## config.mk

```make
export PLATFORM = sky130hd
export DESIGN_NAME = mdio_master
export DESIGN_NICKNAME = d
export VERILOG_FILES = /design/src/rtl/mdio_pkg.sv /design/src/rtl/mdio_phase_gen.sv /design/src/rtl/mdio_frame_seq.sv /design/src/rtl/mdio_rx_shift.sv /design/src/rtl/mdio_master.sv
export SDC_FILE = /design/constraint.sdc
export NUM_CORES = 1
export LEC_CHECK = 0
export CAP_MARGIN = 15
export CORE_UTILIZATION = 55
export DETAILED_ROUTE_END_ITERATION = 7
export MAX_ROUTING_LAYER = met4
export PLACE_DENSITY = 0.84
export RECOVER_POWER = 50
export SYNTH_ARGS = -nofsm -noshare
export SYNTH_HDL_FRONTEND = slang
export SYNTH_SLANG_ARGS = --single-unit
```

## constraint.sdc

```tcl
create_clock -name clk_i -period 2.4 [get_ports clk_i]
set_clock_uncertainty 0.15 [all_clocks]
set_input_delay 0.48 -clock clk_i [delete_from_list [all_inputs] [get_ports clk_i]]
set_output_delay 0.48 -clock clk_i [all_outputs]
set_load 0.02 [all_outputs]
```

## src/rtl/mdio_pkg.sv

```systemverilog
package mdio_pkg;
  localparam int ADDR_W     = 5;
  localparam int DATA_W     = 16;
  localparam int PRE_BITS   = 40;
  localparam int HDR_BITS   = 4 + 2 * ADDR_W;
  localparam int TA_BITS    = 2;
  localparam int TX_W       = PRE_BITS + HDR_BITS + TA_BITS + DATA_W;
  localparam int RD_TA_SLOT = PRE_BITS + HDR_BITS;
  localparam int RD_FIRST   = RD_TA_SLOT + 1;
  localparam int RD_LAST    = RD_FIRST + DATA_W - 1;
  localparam int RD_END     = RD_LAST + 1;
  localparam int WR_END     = TX_W;
  localparam int SLOT_W     = $clog2(WR_END + 1);

  typedef enum logic [1:0] {
    OP_WR = 2'b01,
    OP_RD = 2'b10
  } mdio_op_e;
endpackage

```

## src/rtl/mdio_phase_gen.sv

```systemverilog
module mdio_phase_gen #(
  parameter int DIV_W = 8
) (
  input  logic             clk_i,
  input  logic             rst_ni,
  input  logic             run_i,
  input  logic [DIV_W-1:0] div_i,
  output logic             mdc_o,
  output logic             slot_end_o
);
  logic [DIV_W-1:0] cnt_q;
  logic             phase_q;
  logic             wrap;

  assign wrap = (cnt_q == div_i);

  always_ff @(posedge clk_i or negedge rst_ni) begin
    if (!rst_ni) begin
      cnt_q   <= '0;
      phase_q <= 1'b0;
    end else if (!run_i) begin
      cnt_q   <= '0;
      phase_q <= 1'b0;
    end else if (wrap) begin
      cnt_q   <= '0;
      phase_q <= ~phase_q;
    end else begin
      cnt_q <= cnt_q + 1'b1;
    end
  end

  assign mdc_o      = phase_q;
  // last cycle of the high phase closes a slot
  assign slot_end_o = run_i & phase_q & wrap;
endmodule

```

## src/rtl/mdio_frame_seq.sv

```systemverilog
module mdio_frame_seq
  import mdio_pkg::*;
(
  input  logic              clk_i,
  input  logic              rst_ni,
  input  logic              load_i,
  input  logic              wr_i,
  input  logic [ADDR_W-1:0] phy_i,
  input  logic [ADDR_W-1:0] reg_i,
  input  logic [DATA_W-1:0] wdata_i,
  input  logic              slot_end_i,
  output logic              active_o,
  output logic              done_o,
  output logic              mdio_o,
  output logic              oe_o,
  output logic              sample_o
);
  localparam logic [SLOT_W-1:0] L_WR_END  = SLOT_W'(WR_END);
  localparam logic [SLOT_W-1:0] L_RD_END  = SLOT_W'(RD_END);
  localparam logic [SLOT_W-1:0] L_RD_TA   = SLOT_W'(RD_TA_SLOT);
  localparam logic [SLOT_W-1:0] L_RD_FRST = SLOT_W'(RD_FIRST);
  localparam logic [SLOT_W-1:0] L_RD_LAST = SLOT_W'(RD_LAST);

  logic              active_q, wr_q, done_q;
  logic [SLOT_W-1:0] slot_q;
  logic [TX_W-1:0]   tx_q;
  logic [SLOT_W-1:0] last_slot, drive_end;
  logic [TX_W-1:0]   frame;
  mdio_op_e          op;

  assign op        = wr_i ? OP_WR : OP_RD;
  assign frame     = {{PRE_BITS{1'b1}}, 2'b01, op, phy_i, reg_i,
                      (wr_i ? {2'b10, wdata_i} : {(TA_BITS + DATA_W){1'b0}})};
  assign last_slot = wr_q ? L_WR_END : L_RD_END;
  assign drive_end = wr_q ? L_WR_END : L_RD_TA;

  always_ff @(posedge clk_i or negedge rst_ni) begin
    if (!rst_ni) begin
      active_q <= 1'b0;
      wr_q     <= 1'b0;
      done_q   <= 1'b0;
      slot_q   <= '0;
      tx_q     <= '0;
    end else begin
      done_q <= 1'b0;
      if (load_i && !active_q) begin
        active_q <= 1'b1;
        wr_q     <= wr_i;
        slot_q   <= '0;
        tx_q     <= frame;
      end else if (active_q && slot_end_i) begin
        if (slot_q == last_slot) begin
          active_q <= 1'b0;
          done_q   <= 1'b1;
        end else begin
          slot_q <= slot_q + 1'b1;
          tx_q   <= {tx_q[TX_W-2:0], 1'b0};
        end
      end
    end
  end

  assign active_o = active_q;
  assign done_o   = done_q;
  assign oe_o     = active_q & (slot_q < drive_end);
  assign mdio_o   = oe_o & tx_q[TX_W-1];
  assign sample_o = active_q & ~wr_q & slot_end_i &
                    (slot_q >= L_RD_FRST) & (slot_q <= L_RD_LAST);
endmodule

```

## src/rtl/mdio_rx_shift.sv

```systemverilog
module mdio_rx_shift #(
  parameter int W = 16
) (
  input  logic         clk_i,
  input  logic         rst_ni,
  input  logic         sample_i,
  input  logic         bit_i,
  output logic [W-1:0] data_o
);
  logic [W-1:0] sh_q;

  always_ff @(posedge clk_i or negedge rst_ni) begin
    if (!rst_ni)       sh_q <= '0;
    else if (sample_i) sh_q <= {sh_q[W-2:0], bit_i};
  end

  assign data_o = sh_q;
endmodule

```

## src/rtl/mdio_master.sv

```systemverilog
module mdio_master
  import mdio_pkg::*;
#(
  parameter int DIV_W = 8
) (
  input  logic              clk_i,
  input  logic              rst_ni,
  input  logic              cmd_valid_i,
  input  logic              cmd_write_i,
  input  logic [ADDR_W-1:0] phy_addr_i,
  input  logic [ADDR_W-1:0] reg_addr_i,
  input  logic [DATA_W-1:0] wdata_i,
  input  logic [DIV_W-1:0]  div_i,
  output logic              busy_o,
  output logic              done_o,
  output logic [DATA_W-1:0] rdata_o,
  output logic              mdc_o,
  output logic              mdio_o,
  output logic              mdio_oe_o,
  input  logic              mdio_i
);
  logic             active, accept, slot_end, sample;
  logic [DIV_W-1:0] div_q;

  assign accept = cmd_valid_i & ~active;

  always_ff @(posedge clk_i or negedge rst_ni) begin
    if (!rst_ni)     div_q <= '0;
    else if (accept) div_q <= div_i;
  end

  mdio_phase_gen #(.DIV_W(DIV_W)) u_phase (
    .clk_i      (clk_i),
    .rst_ni     (rst_ni),
    .run_i      (active),
    .div_i      (div_q),
    .mdc_o      (mdc_o),
    .slot_end_o (slot_end)
  );

  mdio_frame_seq u_seq (
    .clk_i      (clk_i),
    .rst_ni     (rst_ni),
    .load_i     (accept),
    .wr_i       (cmd_write_i),
    .phy_i      (phy_addr_i),
    .reg_i      (reg_addr_i),
    .wdata_i    (wdata_i),
    .slot_end_i (slot_end),
    .active_o   (active),
    .done_o     (done_o),
    .mdio_o     (mdio_o),
    .oe_o       (mdio_oe_o),
    .sample_o   (sample)
  );

  mdio_rx_shift #(.W(DATA_W)) u_rx (
    .clk_i    (clk_i),
    .rst_ni   (rst_ni),
    .sample_i (sample),
    .bit_i    (mdio_i),
    .data_o   (rdata_o)
  );

  assign busy_o = active;
endmodule

```

==> results.txt <==
Status: finished, violations left
Failing checks: setup timing
Global placement routability congestion: 0.8490
Leak: 2.880 nW
Sequential area share after synthesis: 58.87%
CP Cell Sequence: buf_4, buf_4, ha_1, o21ai_1, nand2b_1, a311oi_2, buf_4
Crit. Startpoint: u_seq.wr_q$_DFFE_PN0P_
Row count: 34
H-Tree Level Count: 4
Yosys Warn Count: 0
Ports: 60
Core area: 8678 sq um
GRT Total Usage: 25.17%
Initial core utilization: 56.33%
Comb pwr share: 20.2%
CP delay by family, top: buffers and inverters
Clock power share: 38.1%
Inserted Clock Buffers: 17
Startpoint types: flip-flop
R2R Path Start: u_phase.cnt_q[4]$_DFF_PN0_
FF+latch count, synth: 115
Worst Path Required: 1770 ps
Setup Viol. Count Final: 2
1st-pass router iterations: 4
Share of layout cells above drive strength 1: 17.74%
Ys async rst share: 100.0%
Critical path's most frequent cell: buf_4
Die height: 96.28 um
CP Max Fanout: 3
GRT overflow: 0
CTS Sinks: 115
Worst Setup End Kind: output port
Vias in the first global route: 3,623
Fill cell count: 540
Hold Crit Start: u_seq.tx_q[55]$_DFFE_PN0P_
DRC: 0
Post-synth EDFFs: 0
Vias: 3,647
Post-Synthesis Cells: 417
Die width: 96.28 um
Final wirelength: 10.48 mm
Worst Hold Class: reg -> reg
HPWL Detailed: 6.235 mm
DR WL/cell: 16.87 um
CTS root buffer: clkbuf_8
Pin count of the biggest net entering global routing: 50
Critical path buffers and inverters: 3
Slew at the pin with the worst max-slew slack: 810.1 ps
Crit path DAT: 2150 ps
Die ar.: 9269 sq um
F_max: 359.4 MHz
Slew Limit Fails: 0
Initial DRC count: 198
Rel. slew slack: 45.99%
Main synth FF type: dfrtp_1
Post-Synthesis Cell Area: 4888 sq um
Switching share of total power: 26.51%
Slowest cell on crit path: dfrtp_1
Worst slack, placed: -409.5 ps
Fin util: 75.32%
Ant diodes: 0
Max VDD drop: 624.0 uV
Initial antenna violation count: 0
Period utilisation layout: 115.9%
Post-route setup slack: -382.4 ps
Crit Path Class: reg -> out
DRT antenna net count: 0
Finished Cell Area: 6536 sq um
Sequential share of power: 41.7%
First-pass GRT wire length: 16.93 mm
Yosys cell types: 44
Layout area overhead: 33.71%
CTS Buffer Depth: 2
Dpl cell area: 5769 sq um
Final Hold Vio Count: 0
Tot Pwr: 0.007512 W
Syn avg cell area: 11.72 sq um
Cell Pwr Density: 1149 nW/um^2
CTS tree: yes
Storage element area: 2878 sq um
Port bufs: 59
Clock transition at path regs: 60 ps
# Max-Cap Violations: 0
DR vias/cell: 5.873
P_int: 0.005521 W
Multi-input gate area in the final layout: 1908 sq um
Clock Latency Late Sink: 510 ps
Min Clock Period, post-route: 2782 ps
P_sw: 0.001991 W
RSZ-0062 raised after global routing: yes
Setup TNS: -678.5 ps
Worst path max stage delay: 440 ps
Fin nets: 548
Syn Nets: 465
-- path summary, 6_finish.rpt --
path | endpoint | slack, ps | cells past startpoint
hold / removal | u_seq.tx_q[55]$_DFFE_PN0P_ | 340 | 1
max in group asynchronous | u_phase.cnt_q[7]$_DFF_PN0_ | 390 | 3
hold reg to reg | u_seq.tx_q[55]$_DFFE_PN0P_ | 340 | 1
min in group asynchronous | u_seq.tx_q[58]$_DFFE_PN0P_ | 460 | 2
setup reg to reg | u_rx.data_o[2]$_DFFE_PN0P_ | 60 | 7
setup / recovery | mdio_o | -380 | 7
-- state kept, by name, summed over array words and instances, names as in the netlist --
name / flops
u_seq.wr_q: 1
u_phase.mdc_o: 1
u_phase.cnt_q: 8
u_seq.active_o: 1
u_seq.slot_q: 7
u_rx.data_o: 16
div_q: 8
u_seq.done_o: 1
u_seq.tx_q: 72
-- power by group through the flow --
stage	sequential [W]	clock, W	combinational [W]
6_report	0.00313	0.00286	0.00152
5_1_grt	0.00321	0.00298	0.00168
4_1_cts	0.00312	0.00290	0.00148
3_5_place_dp	0.00312	0	0.00143
3_3_place_gp	0.00308	0	0.00135
2_1_floorplan	0.00304	0	0.000942
-- metrics by stage --
step	std cells	hold WS, ps
after CTS	618	318.5
after detailed placement	584	307.3
final	621	340.8
after global placement	584	301.3
after floorplan	417	34.41
after global routing	621	354.5
-- placed cells by master, fill, tap and decap left out, types with 3 or more instances in the layout --
master,n
clkinvlp_4,3
inv_1,5
o21ai_0,16
dfrtp_1,115
nand2_1,61
o22ai_1,13
or4_1,4
mux2_2,12
and3_1,5
clkbuf_16,17
mux2_1,4
nand3_1,6
xnor2_1,13
ha_4,3
ha_1,6
clkbuf_8,4
buf_12,4
buf_4,25
xor2_1,3
nor2_1,12
a2bb2oi_1,29
o31ai_1,4
a21oi_1,5
bufinv_16,6
clkdlybuf4s50_1,56
nand2b_1,3
o22a_1,40
-- kinds of logic (layout without fill, tap and decap cells) --
family | after synthesis | after routing | synth area share (%)
multiplexers | 17 | 17 | 3.890
flip-flops | 115 | 115 | 58.87
AO/OA/AOI/OAI | 121 | 121 | 18.99
XOR/XNOR | 16 | 16 | 2.867
AND/OR/NAND/NOR | 103 | 103 | 9.624
buffers and inverters | 36 | 132 | 3.455
adder cells (fa/ha/maj) | 9 | 9 | 2.304
-- synth_stat cells, types with 2 or more instances --
library cell	n	area share (%)
o22ai_1	13	1.7
a2bb2oi_1	29	5.2
nor2b_1	2	0.26
buf_6	3	0.69
o22a_1	40	7.2
mux2_1	4	0.92
inv_1	6	0.46
xor2_1	3	0.54
a31oi_1	2	0.26
nand4_1	2	0.26
xnor2_1	13	2.3
a21oi_1	5	0.51
nand2b_1	3	0.38
nand3_1	6	0.61
mux2_2	12	2.8
dfrtp_1	115	59
and3_1	5	0.64
nor2_1	12	0.92
or4_1	4	0.61
clkbuf_1	15	1.2
buf_2	9	0.92
o21ai_0	18	1.8
a22o_1	2	0.36
buf_1	3	0.23
o31ai_1	4	0.61
ha_1	9	2.3
nand2_1	61	4.7
-- area by class of cell --
| class | instances | area share, % |
|---|---|---|
| flip-flops and latches | 115 | 44.03 |
| multi-input cells | 266 | 29.19 |
| repair buffers | 94 | 13.95 |
| clock buffers | 20 | 6.968 |
| clock inverters | 12 | 3.446 |
| well taps | 108 | 2.067 |
| inverters | 6 | 0.3446 |
-- per-layer routing --
| metal | track usage [%] | wire length, um | vias up |
|---|---|---|---|
| li1 | - | - | 1684 |
| met1 | 30.70 | 4546 | 1843 |
| met2 | 41.13 | 5347 | 102 |
| met3 | 6.082 | 398 | 18 |
| met4 | 8.458 | 183 | 0 |
| met5 | - | 0 | - |
-- repair_timing --
action                     4_1_cts  5_1_grt
gates resized for setup         14        8
setup endpoints to repair       33        3
hold buffers                     1        0
hold endpoints to repair        30        0
buffers inserted                 1        2
pin swaps                        3        6
gates cloned                     0        1
No activity file was read; power rests on OpenSTA's default activity.
